==> src/rtl/i2c_bm_pkg.sv <==
package i2c_bm_pkg;
  typedef enum logic [2:0] {
    ST_IDLE, ST_START, ST_BIT, ST_HOLD, ST_STOP
  } eng_state_t;

  localparam logic [1:0] REG_CTRL = 2'd0;
  localparam logic [1:0] REG_STAT = 2'd1;
  localparam logic [1:0] REG_DATA = 2'd2;

  localparam int unsigned BASE_HZ = 50_000;

  // SCL frequency for a rate code: doubles per step from the base rate.
  function automatic int unsigned scl_hz(input logic [1:0] code);
    return BASE_HZ << code;
  endfunction

  // System clocks per quarter of an SCL period, never below one.
  function automatic int unsigned quarter_len(input int unsigned clk_hz, input logic [1:0] code);
    int unsigned q;
    q = clk_hz / (4 * scl_hz(code));
    if (q == 0) q = 1;
    return q;
  endfunction
endpackage

==> src/rtl/i2c_bm_clkdiv.sv <==
module i2c_bm_clkdiv
  import i2c_bm_pkg::*;
#(
  parameter int unsigned CLK_HZ = 100_000_000
) (
  input  logic       clk,
  input  logic       rst_n,
  input  logic       en,
  input  logic [1:0] rate,
  output logic       tick
);
  localparam int unsigned QMAX = quarter_len(CLK_HZ, 2'd0);
  localparam int CW = $clog2(QMAX + 1);

  logic [CW-1:0] cnt;
  logic [31:0]   qlim;

  assign qlim = quarter_len(CLK_HZ, rate);
  assign tick = en && ((32'(cnt) + 32'd1) >= qlim);

  always_ff @(posedge clk or negedge rst_n) begin
    if (!rst_n)            cnt <= '0;
    else if (!en || tick)  cnt <= '0;
    else                   cnt <= cnt + 1'b1;
  end
endmodule

==> src/rtl/i2c_bm_engine.sv <==
module i2c_bm_engine
  import i2c_bm_pkg::*;
#(
  parameter int DATA_W = 8
) (
  input  logic              clk,
  input  logic              rst_n,
  input  logic              tick,
  input  logic              start_cmd,
  input  logic              cmd_tx,
  input  logic              cmd_rx,
  input  logic              stop_req,
  input  logic              ack_out,
  input  logic [DATA_W-1:0] tx_byte,
  input  logic              sda_in,
  output logic              scl_drive,
  output logic              sda_drive,
  output logic              run,
  output logic              idle,
  output logic              hold,
  output logic              byte_done,
  output logic              stop_done,
  output logic              rx_mode,
  output logic              rx_ack,
  output logic [DATA_W-1:0] rx_byte
);
  localparam int BW = $clog2(DATA_W + 1);
  localparam logic [BW-1:0] LAST = BW'(DATA_W);

  eng_state_t        st;
  logic [1:0]        ph;
  logic [BW-1:0]     bitn;
  logic [DATA_W-1:0] sh;
  logic              rx_q, ackl, rx_ack_q;

  always_ff @(posedge clk or negedge rst_n) begin
    if (!rst_n) begin
      st <= ST_IDLE; ph <= '0; bitn <= '0; sh <= '0;
      rx_q <= 1'b0; ackl <= 1'b1; rx_ack_q <= 1'b0;
    end else begin
      case (st)
        ST_IDLE: if (start_cmd) begin
          st <= ST_START; ph <= '0; sh <= tx_byte; rx_q <= 1'b0;
        end
        ST_START: if (tick) begin
          if (ph == 2'd2) begin st <= ST_BIT; ph <= '0; bitn <= '0; end
          else ph <= ph + 2'd1;
        end
        ST_BIT: if (tick) begin
          if (ph == 2'd1) begin
            if (bitn == LAST) begin
              if (!rx_q) rx_ack_q <= sda_in;
            end else if (rx_q) begin
              sh <= {sh[DATA_W-2:0], sda_in};
            end
          end
          if (ph == 2'd3) begin
            if (bitn == LAST) st <= ST_HOLD;
            else begin
              bitn <= bitn + 1'b1;
              if (!rx_q) sh <= {sh[DATA_W-2:0], 1'b0};
            end
          end
          ph <= ph + 2'd1;
        end
        ST_HOLD: begin
          if (stop_req) begin
            st <= ST_STOP; ph <= '0;
          end else if (cmd_tx) begin
            st <= ST_BIT; ph <= '0; bitn <= '0; sh <= tx_byte; rx_q <= 1'b0;
          end else if (cmd_rx) begin
            st <= ST_BIT; ph <= '0; bitn <= '0; rx_q <= 1'b1; ackl <= ack_out;
          end
        end
        ST_STOP: if (tick) begin
          if (ph == 2'd2) st <= ST_IDLE;
          else ph <= ph + 2'd1;
        end
        default: st <= ST_IDLE;
      endcase
    end
  end

  always_comb begin
    scl_drive = 1'b0;
    sda_drive = 1'b0;
    case (st)
      ST_START: begin scl_drive = (ph == 2'd2); sda_drive = (ph != 2'd0); end
      ST_BIT: begin
        scl_drive = (ph == 2'd0) || (ph == 2'd3);
        sda_drive = (bitn == LAST) ? (rx_q & ~ackl) : (~rx_q & ~sh[DATA_W-1]);
      end
      ST_HOLD:  scl_drive = 1'b1;
      ST_STOP: begin scl_drive = (ph == 2'd0); sda_drive = (ph != 2'd2); end
      default: ;
    endcase
  end

  assign run       = (st == ST_START) || (st == ST_BIT) || (st == ST_STOP);
  assign idle      = (st == ST_IDLE);
  assign hold      = (st == ST_HOLD);
  assign byte_done = (st == ST_BIT) && tick && (ph == 2'd3) && (bitn == LAST);
  assign stop_done = (st == ST_STOP) && tick && (ph == 2'd2);
  assign rx_mode   = rx_q;
  assign rx_ack    = rx_ack_q;
  assign rx_byte   = sh;

  AST_SDA_STEADY_SCL_HIGH: assert property (@(posedge clk) disable iff (!rst_n)
    (st == ST_BIT && ph == 2'd2) |-> $stable(sda_drive));
  AST_BIT_INDEX_LIMIT: assert property (@(posedge clk) disable iff (!rst_n)
    (st == ST_BIT) |-> (bitn <= LAST));
endmodule

==> src/rtl/i2c_bm_regs.sv <==
module i2c_bm_regs
  import i2c_bm_pkg::*;
(
  input  logic       clk,
  input  logic       rst_n,
  input  logic [1:0] reg_addr,
  input  logic       reg_wr,
  input  logic       reg_rd,
  input  logic [7:0] reg_wdata,
  output logic [7:0] reg_rdata,
  input  logic       eng_idle,
  input  logic       eng_hold,
  input  logic       byte_done,
  input  logic       stop_done,
  input  logic       rx_mode,
  input  logic       rx_ack,
  input  logic [7:0] rx_byte,
  output logic       start_cmd,
  output logic       cmd_tx,
  output logic       cmd_rx,
  output logic       stop_req,
  output logic       ack_out,
  output logic [7:0] tx_byte,
  output logic [1:0] rate,
  output logic       pair_sel,
  output logic       done_flag,
  output logic       irq
);
  logic       start_q, stop_q, ack_q, irqen_q, pair_q, flag_q, rxack_q;
  logic [1:0] rate_q;
  logic [7:0] dbuf;
  logic       ctrl_wr, data_wr, data_rd;

  assign ctrl_wr = reg_wr && (reg_addr == REG_CTRL);
  assign data_wr = reg_wr && (reg_addr == REG_DATA);
  assign data_rd = reg_rd && !reg_wr && (reg_addr == REG_DATA);

  assign start_cmd = start_q & eng_idle;
  assign cmd_tx    = data_wr & eng_hold;
  assign cmd_rx    = data_rd & eng_hold & ~stop_q;
  assign stop_req  = stop_q;
  assign ack_out   = ack_q;
  assign tx_byte   = data_wr ? reg_wdata : dbuf;
  assign rate      = rate_q;
  assign pair_sel  = pair_q;
  assign done_flag = flag_q;
  assign irq       = flag_q & irqen_q;

  always_ff @(posedge clk or negedge rst_n) begin
    if (!rst_n) begin
      start_q <= 1'b0; stop_q <= 1'b0; ack_q <= 1'b0; irqen_q <= 1'b0;
      pair_q <= 1'b0; rate_q <= 2'd0; dbuf <= '0; flag_q <= 1'b0; rxack_q <= 1'b0;
    end else begin
      if (ctrl_wr) begin
        start_q <= reg_wdata[0];
        stop_q  <= reg_wdata[1] & ~eng_idle;
        ack_q   <= reg_wdata[2];
        rate_q  <= reg_wdata[4:3];
        pair_q  <= reg_wdata[5];
        irqen_q <= reg_wdata[6];
      end
      if (start_cmd) start_q <= 1'b0;
      if (stop_done) stop_q <= 1'b0;
      if (data_wr)                    dbuf <= reg_wdata;
      else if (byte_done && rx_mode)  dbuf <= rx_byte;
      if (byte_done)                  flag_q <= 1'b1;
      else if (data_wr || data_rd)    flag_q <= 1'b0;
      if (byte_done && !rx_mode)      rxack_q <= rx_ack;
    end
  end

  always_comb begin
    case (reg_addr)
      REG_CTRL: reg_rdata = {1'b0, irqen_q, pair_q, rate_q, ack_q, stop_q, start_q};
      REG_STAT: reg_rdata = {5'b0, ~eng_idle, rxack_q, flag_q};
      REG_DATA: reg_rdata = dbuf;
      default:  reg_rdata = 8'h00;
    endcase
  end

  AST_START_TAKEN: assert property (@(posedge clk) disable iff (!rst_n)
    start_cmd |=> !eng_idle);
  AST_ACCESS_CLEARS_DONE: assert property (@(posedge clk) disable iff (!rst_n)
    ((data_wr || data_rd) && !byte_done) |=> !flag_q);
  AST_STOP_BIT_DROPS: assert property (@(posedge clk) disable iff (!rst_n)
    (stop_done && !ctrl_wr) |=> !stop_q);
endmodule

==> src/rtl/i2c_byte_master.sv <==
module i2c_byte_master
  import i2c_bm_pkg::*;
#(
  parameter int unsigned CLK_HZ = 100_000_000
) (
  input  logic       clk,
  input  logic       rst_n,
  input  logic [1:0] reg_addr,
  input  logic       reg_wr,
  input  logic       reg_rd,
  input  logic [7:0] reg_wdata,
  output logic [7:0] reg_rdata,
  output logic       irq,
  output logic       scl0_oe,
  output logic       sda0_oe,
  input  logic       sda0_in,
  output logic       scl1_oe,
  output logic       sda1_oe,
  input  logic       sda1_in
);
  localparam int NPAIR = 2;

  logic       tick, start_cmd, cmd_tx, cmd_rx, stop_req, ack_out;
  logic       scl_drive, sda_drive, run, idle, hold, byte_done, stop_done;
  logic       rx_mode, rx_ack, pair_sel, done_flag, sda_sel_in, scl_active;
  logic [1:0] rate;
  logic [7:0] tx_byte, rx_byte;
  logic [NPAIR-1:0] scl_oe_v, sda_oe_v, sda_in_v;

  i2c_bm_regs u_regs (
    .clk, .rst_n, .reg_addr, .reg_wr, .reg_rd, .reg_wdata, .reg_rdata,
    .eng_idle(idle), .eng_hold(hold), .byte_done, .stop_done, .rx_mode,
    .rx_ack, .rx_byte, .start_cmd, .cmd_tx, .cmd_rx, .stop_req, .ack_out,
    .tx_byte, .rate, .pair_sel, .done_flag, .irq
  );

  i2c_bm_clkdiv #(.CLK_HZ(CLK_HZ)) u_div (
    .clk, .rst_n, .en(run), .rate, .tick
  );

  i2c_bm_engine #(.DATA_W(8)) u_eng (
    .clk, .rst_n, .tick, .start_cmd, .cmd_tx, .cmd_rx, .stop_req, .ack_out,
    .tx_byte, .sda_in(sda_sel_in), .scl_drive, .sda_drive, .run, .idle,
    .hold, .byte_done, .stop_done, .rx_mode, .rx_ack, .rx_byte
  );

  assign sda_in_v = {sda1_in, sda0_in};

  for (genvar p = 0; p < NPAIR; p++) begin : g_pair
    assign scl_oe_v[p] = (pair_sel == 1'(p)) & scl_drive;
    assign sda_oe_v[p] = (pair_sel == 1'(p)) & sda_drive;
  end

  assign sda_sel_in = sda_in_v[pair_sel];
  assign scl_active = scl_oe_v[pair_sel];
  assign scl0_oe = scl_oe_v[0];
  assign sda0_oe = sda_oe_v[0];
  assign scl1_oe = scl_oe_v[1];
  assign sda1_oe = sda_oe_v[1];

  AST_DONE_HOLDS_SCL: assert property (@(posedge clk) disable iff (!rst_n)
    $rose(done_flag) |-> scl_active);
endmodule

==> config.mk <==
export PLATFORM = sky130hd
export DESIGN_NAME = i2c_byte_master
export DESIGN_NICKNAME = d
export VERILOG_FILES = /design/src/rtl/i2c_bm_pkg.sv /design/src/rtl/i2c_bm_clkdiv.sv /design/src/rtl/i2c_bm_engine.sv /design/src/rtl/i2c_bm_regs.sv /design/src/rtl/i2c_byte_master.sv
export SDC_FILE = /design/constraint.sdc
export NUM_CORES = 1
export LEC_CHECK = 0
export ABC_AREA = 1
export BUFFER_PORTS_ARGS = -buffer_cell sky130_fd_sc_hd__buf_2
export CAP_MARGIN = 20
export CORE_MARGIN = 10
export CORE_UTILIZATION = 64
export DETAILED_ROUTE_END_ITERATION = 8
export HOLD_SLACK_MARGIN = 0.06
export PLACE_DENSITY_LB_ADDON = 0.08
export SYNTH_ARGS = -nofsm -noshare
export SYNTH_HDL_FRONTEND = slang
export SYNTH_SLANG_ARGS = --single-unit
==> constraint.sdc <==
create_clock -name clk -period 25.3 [get_ports clk]
set_input_delay 5.06 -clock clk [delete_from_list [all_inputs] [get_ports clk]]
set_output_delay 5.06 -clock clk [all_outputs]
set_load 0.01 [all_outputs]
=== After elaboration in Yosys (flattened, before gate mapping) ===
Index checks and enable logic that the tools add are counted.

* Bits in registers: 46
* Logic and storage cells: 173
* Output and inout bits: 13

* Order comparisons: 2
* Add/sub/neg operators: 4
* Muxes and demuxes: 64
* Reductions and logical operators: 40
* Shifts and indexed selects: 1
* Divide/modulo/power cells: 1
* Bitwise logic cells: 19
* Equality and inequality tests: 25

{| class="wikitable"
|+ Operators by type and width
! cell !! number
|-
| $mux W8 || 13
|-
| $pmux W8 S3 || 2
|-
| $mux W3 || 11
|-
| $div A27 B32 Y32 const A || 1
|-
| $ge A32 B32 Y1 || 1
|-
| $logic_not A32 Y1 || 1
|-
| $mux W32 || 1
|-
| $mux W4 || 8
|-
| $shl A16 B2 Y30 const A || 1
|-
| $ne A2 B2 Y1 const B || 11
|-
| $mux W2 || 9
|-
| $pmux W3 S5 || 1
|-
| $mux W1 || 13
|-
| $and A1 B1 Y1 || 12
|-
| $logic_and A1 B1 Y1 || 12
|-
| $pmux W4 S3 || 1
|-
| $reduce_bool A2 Y1 || 6
|-
| $add A9 B1 Y10 const B || 1
|-
| $pmux W2 S5 || 1
|-
| $reduce_and A5 Y1 || 2
|-
| $add A9 B1 Y9 const B || 1
|-
| $mux W9 || 1
|-
| $reduce_and A9 Y1 || 1
|-
| $reduce_and A4 Y1 || 2
|-
| other kinds (24) || 43
|}

=== Logic depth before layout (Yosys ltp) ===
* Depth after elaboration: 12
* Depth in mapped cells: 173
* Gate-level depth less buffers: 169

=== Hierarchy ===
From an unflattened synthesis, not the netlist that was laid out.

* Cell total of the unflattened synthesis: 1093
* Area total of the unflattened synthesis: 6891.6 um^2

{| class="wikitable"
|+ By module, submodules not included
! module !! times used !! cells each !! area an instance (um^2)
|-
| i2c_bm_clkdiv || 1 || 687 || 4267.8
|-
| i2c_bm_engine || 1 || 240 || 1530.2
|-
| i2c_bm_regs || 1 || 154 || 1048.5
|-
| i2c_byte_master || 1 || 12 || 45.0
|}

=== Worst setup path before layout ===
No wires, ideal clock.

* Kind: reg2reg
* Start point: register u_regs.rate_q[1], in the netlist u_regs.rate[1]
* End point: register u_eng.sh[0], in the netlist u_eng.rx_byte[0]
* Stages on the path, launching flop included: 161
* Buffers on the path: 4
* Period minus slack after synthesis: 19.683 ns
* Data required time: 25.172 ns
* Arrival: 19.555 ns
* Slack: 5.617 ns
* Cell sequence: dfrtp_1 > inv_1 > ha_1 > nor2_2 > nand2_2 > nor2_4 > nand2_1 > nor2_1 > ha_1 > nand2_1 > nand2_1 > nand2_1 > nand3b_1 > nand2_1 > ha_1 > a21oi_1 > nand2_1 > nand2_2 > [125 not listed] > nand3_1 > nor2_2 > o211ai_1 > nor2_1 > ha_1 > o21a_1 > o21a_1 > o21a_1 > o21ai_0 > nand2_1 > a21oi_1 > nor3_1 > nand3_1 > nor4_2 > nand2_1 > a2111oi_4 > buf_4 > a31oi_1

* Word-level cells in the longest chain between the ends: 8

{| class="wikitable"
|+ Ends and longest elaborated chain
! element !! RTL line !! text
|-
| from (decl) || i2c_bm_regs.sv:30 || <nowiki>logic [1:0] rate_q;</nowiki>
|-
| from (signal assigned) || i2c_bm_regs.sv:58 || <nowiki>rate_q <= reg_wdata[4:3];</nowiki>
|-
| $shl A16 B2 Y30 * || i2c_bm_pkg.sv:14 || <nowiki>return BASE_HZ << code;</nowiki>
|-
| $div A27 B32 Y32 * || i2c_bm_pkg.sv:20 || <nowiki>q = clk_hz / (4 * scl_hz(code));</nowiki>
|-
| $logic_not A32 Y1 || i2c_bm_pkg.sv:21 || <nowiki>if (q == 0) q = 1;</nowiki>
|-
| $mux W32 * || i2c_bm_pkg.sv:21 ||
|-
| $ge A32 B32 Y1 * || i2c_bm_clkdiv.sv:19 || <nowiki>assign tick = en && ((32'(cnt) + 32'd1) >= qlim);</nowiki>
|-
| $logic_and A1 B1 Y1 * || i2c_bm_clkdiv.sv:19 ||
|-
| $ne A2 B2 Y1 (no source line) * || - ||
|-
| $reduce_and A5 Y1 (no source line) * || - ||
|-
| to (signal assigned) || i2c_bm_engine.sv:54 || <nowiki>sh <= {sh[DATA_W-2:0], sda_in};</nowiki>
|-
| to (signal assigned) || i2c_bm_engine.sv:61 || <nowiki>if (!rx_q) sh <= {sh[DATA_W-2:0], 1'b0};</nowiki>
|-
| to (decl) || i2c_bm_engine.sv:33 || <nowiki>logic [DATA_W-1:0] sh;</nowiki>
|}

Every way passes the cells marked *; elsewhere a longest branch is shown, timed or not.
A chain may end at the register's enable or synchronous reset.

=== Final worst setup path ===
* Start point: register u_regs.rate_q[1], in the netlist u_regs.rate[1]
* End point: register u_eng.st[1]

* Word-level cells in the longest chain between the ends: 8

{| class="wikitable"
|+ Ends and longest elaborated chain
! element !! RTL line !! text
|-
| $shl A16 B2 Y30 * || i2c_bm_pkg.sv:14 ||
|-
| $div A27 B32 Y32 * || i2c_bm_pkg.sv:20 ||
|-
| $logic_not A32 Y1 || i2c_bm_pkg.sv:21 ||
|-
| $mux W32 * || i2c_bm_pkg.sv:21 ||
|-
| $ge A32 B32 Y1 * || i2c_bm_clkdiv.sv:19 ||
|-
| $logic_and A1 B1 Y1 * || i2c_bm_clkdiv.sv:19 ||
|-
| $ne A2 B2 Y1 (no source line) || - ||
|-
| $reduce_and A9 Y1 (no source line) * || - ||
|-
| to (signal assigned) || i2c_bm_engine.sv:38 || <nowiki>st <= ST_IDLE; ph <= '0; bitn <= '0; sh <= '0;</nowiki>
|-
| to (signal assigned) || i2c_bm_engine.sv:43 || <nowiki>st <= ST_START; ph <= '0; sh <= tx_byte; rx_q <= 1'b0;</nowiki>
|-
| to (signal assigned) || i2c_bm_engine.sv:46 || <nowiki>if (ph == 2'd2) begin st <= ST_BIT; ph <= '0; bitn <= '0; end</nowiki>
|-
| to (decl) || i2c_bm_engine.sv:30 || <nowiki>eng_state_t st;</nowiki>
|}

Marks and branches as above.

==> impl_metrics.env <==
export IMPL_whs_ns=0.503
export IMPL_routabilityCongestion=0.946
export IMPL_overflow=0
export IMPL_grt_pass1_vias=6279
export IMPL_layout_commonest_cell="nand2_1"
export IMPL_fin_setup_tns_ns=0
export IMPL_syn_inst=977
export IMPL_numPortBuffers=28
export IMPL_async_flop_share_pct=100
export IMPL_dr_total_vias=6356
export IMPL_synth_seq_cells=46
export IMPL_fin_crit_sh_pct=89.6
export IMPL_ioPinCount=29
export IMPL_clock_skew_ns=0.00521
export IMPL_status="complete, no violations"
export IMPL_clock_path_buffers=2
export IMPL_period_needed_ns=22.66
export IMPL_cts_tree="built"
export IMPL_synth_cell_types=58
export IMPL_die_width_um=120
export IMPL_antenna_found_initial=0
export IMPL_dpl_cell_count=1120
export IMPL_max_slew_worst_pin_slew_ns=0.953
export IMPL_clock_fmax_mhz=44.1
export IMPL_relSlewSlack_pct=36.2
export IMPL_layout_nets=1099
export IMPL_finalNonFillerCells=1139
export IMPL_cts_sinks=46
export IMPL_power_w=0.000586
export IMPL_ant_nets=0
export IMPL_clk_latency_ns=0.31
export IMPL_routed_wl_mm=16.3
export IMPL_die_h_um=120
export IMPL_htree_levels=2
export IMPL_crit_fanout=13
export IMPL_grt_pass1_wl_mm=28.4
export IMPL_holdCritPathClass="flip-flop to flip-flop"
export IMPL_hold_depth=1
export IMPL_crit_path_frequent_cell="nand2_1"
export IMPL_p_leak_nw=3.73
export IMPL_layout_drive_gt1_share_pct=13.0
export IMPL_yosysWarnings=0
export IMPL_worstRegToRegCells=158
export IMPL_root_buffer="clkbuf_8"
export IMPL_drcViolationCount=0
export IMPL_coreArea_um2=9770
export IMPL_power_density_nw_per_um2=86.1
export IMPL_ys_seq_area_share_pct=18.0
export IMPL_synth_ff_type="dfrtp_1"
export IMPL_path_class="flip-flop to flip-flop"
export IMPL_worst_path_max_delay_cell="dfrtp_1"
export IMPL_required_ns=25.52
export IMPL_syn_to_final_growth_pct=6.10
export IMPL_fillCellCount=911
export IMPL_dieArea_um2=14400
export IMPL_drt_initial_drc_count=376
export IMPL_critPathLaunchType="flip-flop"
export IMPL_wl_per_cell_um=14.3
export IMPL_cap_violations=0
export IMPL_cts_clk_slew_worst_paths_ns=0.09
export IMPL_firstDrtPassIters=5
export IMPL_rsz0062_at_grt="no"
export IMPL_synth_edff_count=0
export IMPL_final_hold_viol_count=0
export IMPL_final_core_util_pct=69.7
export IMPL_postCtsHoldBufs=0
export IMPL_start_util_pct=65.7
export IMPL_finalSetupViolations=0
export IMPL_worstPathArrival_ns=22.88
export IMPL_ir_drop_mv=0.0729
export IMPL_end_kind="flip-flop"
export IMPL_hpwl_mm=12.3
export IMPL_slowest_delay_ns=0.61
export IMPL_avgSynthCellArea_um2=6.57
export IMPL_antenna_cells=0
export IMPL_layout_common_cells="nand2_1, inv_1, o21ai_0"
export IMPL_synth_nets=1071
export IMPL_vias_per_cell=5.58
export IMPL_drv_slew=0
export IMPL_row_count=36
export IMPL_syn_area_um2=6420
export IMPL_grt_use_total_pct=22.9
export IMPL_numCtsBuffers=5
export IMPL_grt_max_degree=47
[flip-flops by register name (all words and copies together) (netlist names)]
register          cells
u_eng.bitn            4
u_regs.rxack_q        1
u_eng.st              3
u_regs.rate           2
u_eng.rx_ack          1
u_regs.start_q        1
u_regs.pair_sel       1
u_eng.rx_mode         1
u_eng.ph              2
u_regs.stop_req       1
u_regs.ack_out        1
u_regs.dbuf           8
u_div.cnt             9
u_regs.done_flag      1
u_eng.ackl            1
u_regs.irqen_q        1
u_eng.rx_byte         8
[layer usage]
metal	vias to the layer above	track usage [%]	part of all wire, %
li1	3293	-	-
met5	-	0	0
met3	23	2.67	4.9
met2	168	40.5	48
met1	2872	27.9	45
met4	0	8.22	2.1
[power by group]
part,switching [W],internal (W)
registers,0.0000155,0.0000935
clock network,0.0000263,0.0000396
logic,0.000269,0.000142
total,0.000311,0.000275
[logic make-up after synthesis]
family	Yosys count	share of synthesized area [%]
simple gates	463	33.9
xor+xnor	21	2.87
compound gates	194	18.0
fa+ha+maj	78	15.2
buf+inv	174	11.9
flops	46	18.0
mux	1	0.156
[timing repair]
item	in CTS	in global routing
endpoints found under the setup margin	0	36
setup buffers	0	9
resized for setup	0	4
[worst paths after layout]
| path | from | end | slack [ns] |
|---|---|---|---|
| max | u_regs.rate[1] | u_eng.st[1] | 2.64 |
| max in group asynchronous | rst_n | u_eng.ackl | 20.14 |
| max reg2reg | u_regs.rate[1] | u_eng.st[1] | 2.64 |
| min reg2reg | u_div.cnt[0] | u_div.cnt[0] | 0.50 |
| min in group asynchronous | rst_n | u_eng.bitn[1] | 4.63 |
| min | u_div.cnt[0] | u_div.cnt[0] | 0.50 |
[worst max-delay path: cells and delay by family (launching register included)]
family / cells / cell delay (ns)
flops: 1 / 0.61
fa+ha+maj: 18 / 5.39
simple gates: 78 / 8.12
compound gates: 38 / 5.81
buf+inv: 24 / 2.59
[cells in the mapped netlist (all sizes together) (4+ instances only)]
library cell  instances  area, um^2
a21o                  4        30.0
a21oi                39         210
a31oi                11        68.8
buf                  10         108
clkbuf               11        75.1
clkinv                7        27.5
dfrtp                45        1130
ha                   78         976
inv                 146         553
nand2               251        1030
nand3                89         546
nand4                17         106
nor2                 84         355
nor3                 12        70.1
o211ai                5        37.5
o21a                  8        60.1
o21ai               104         543
o221ai                4        35.0
o22ai                 5        31.3
xnor2                 7        61.3
xor2                 14         123
[per-stage QoR]
stage	cell area [um^2]	setup WS [ns]
floorplan	6420	5.62
global placement	6560	2.21
detailed placement	6560	1.95
CTS	6700	1.87
global route	6810	0.00852
finish	6810	2.64
[cell type report]
type                    instances  area [um^2]  share of cell area [%]
clock buffers                   5         68.8                    1.01
clock inverters                 3         68.8                    1.01
inverters                     153          588                    8.64
multi-input cells             757         4510                    66.2
flip-flops and latches         46         1150                    16.9
well taps                     133          166                    2.44
repair buffers                 42          258                    3.79
No activity file was read; power rests on OpenSTA's default activity.
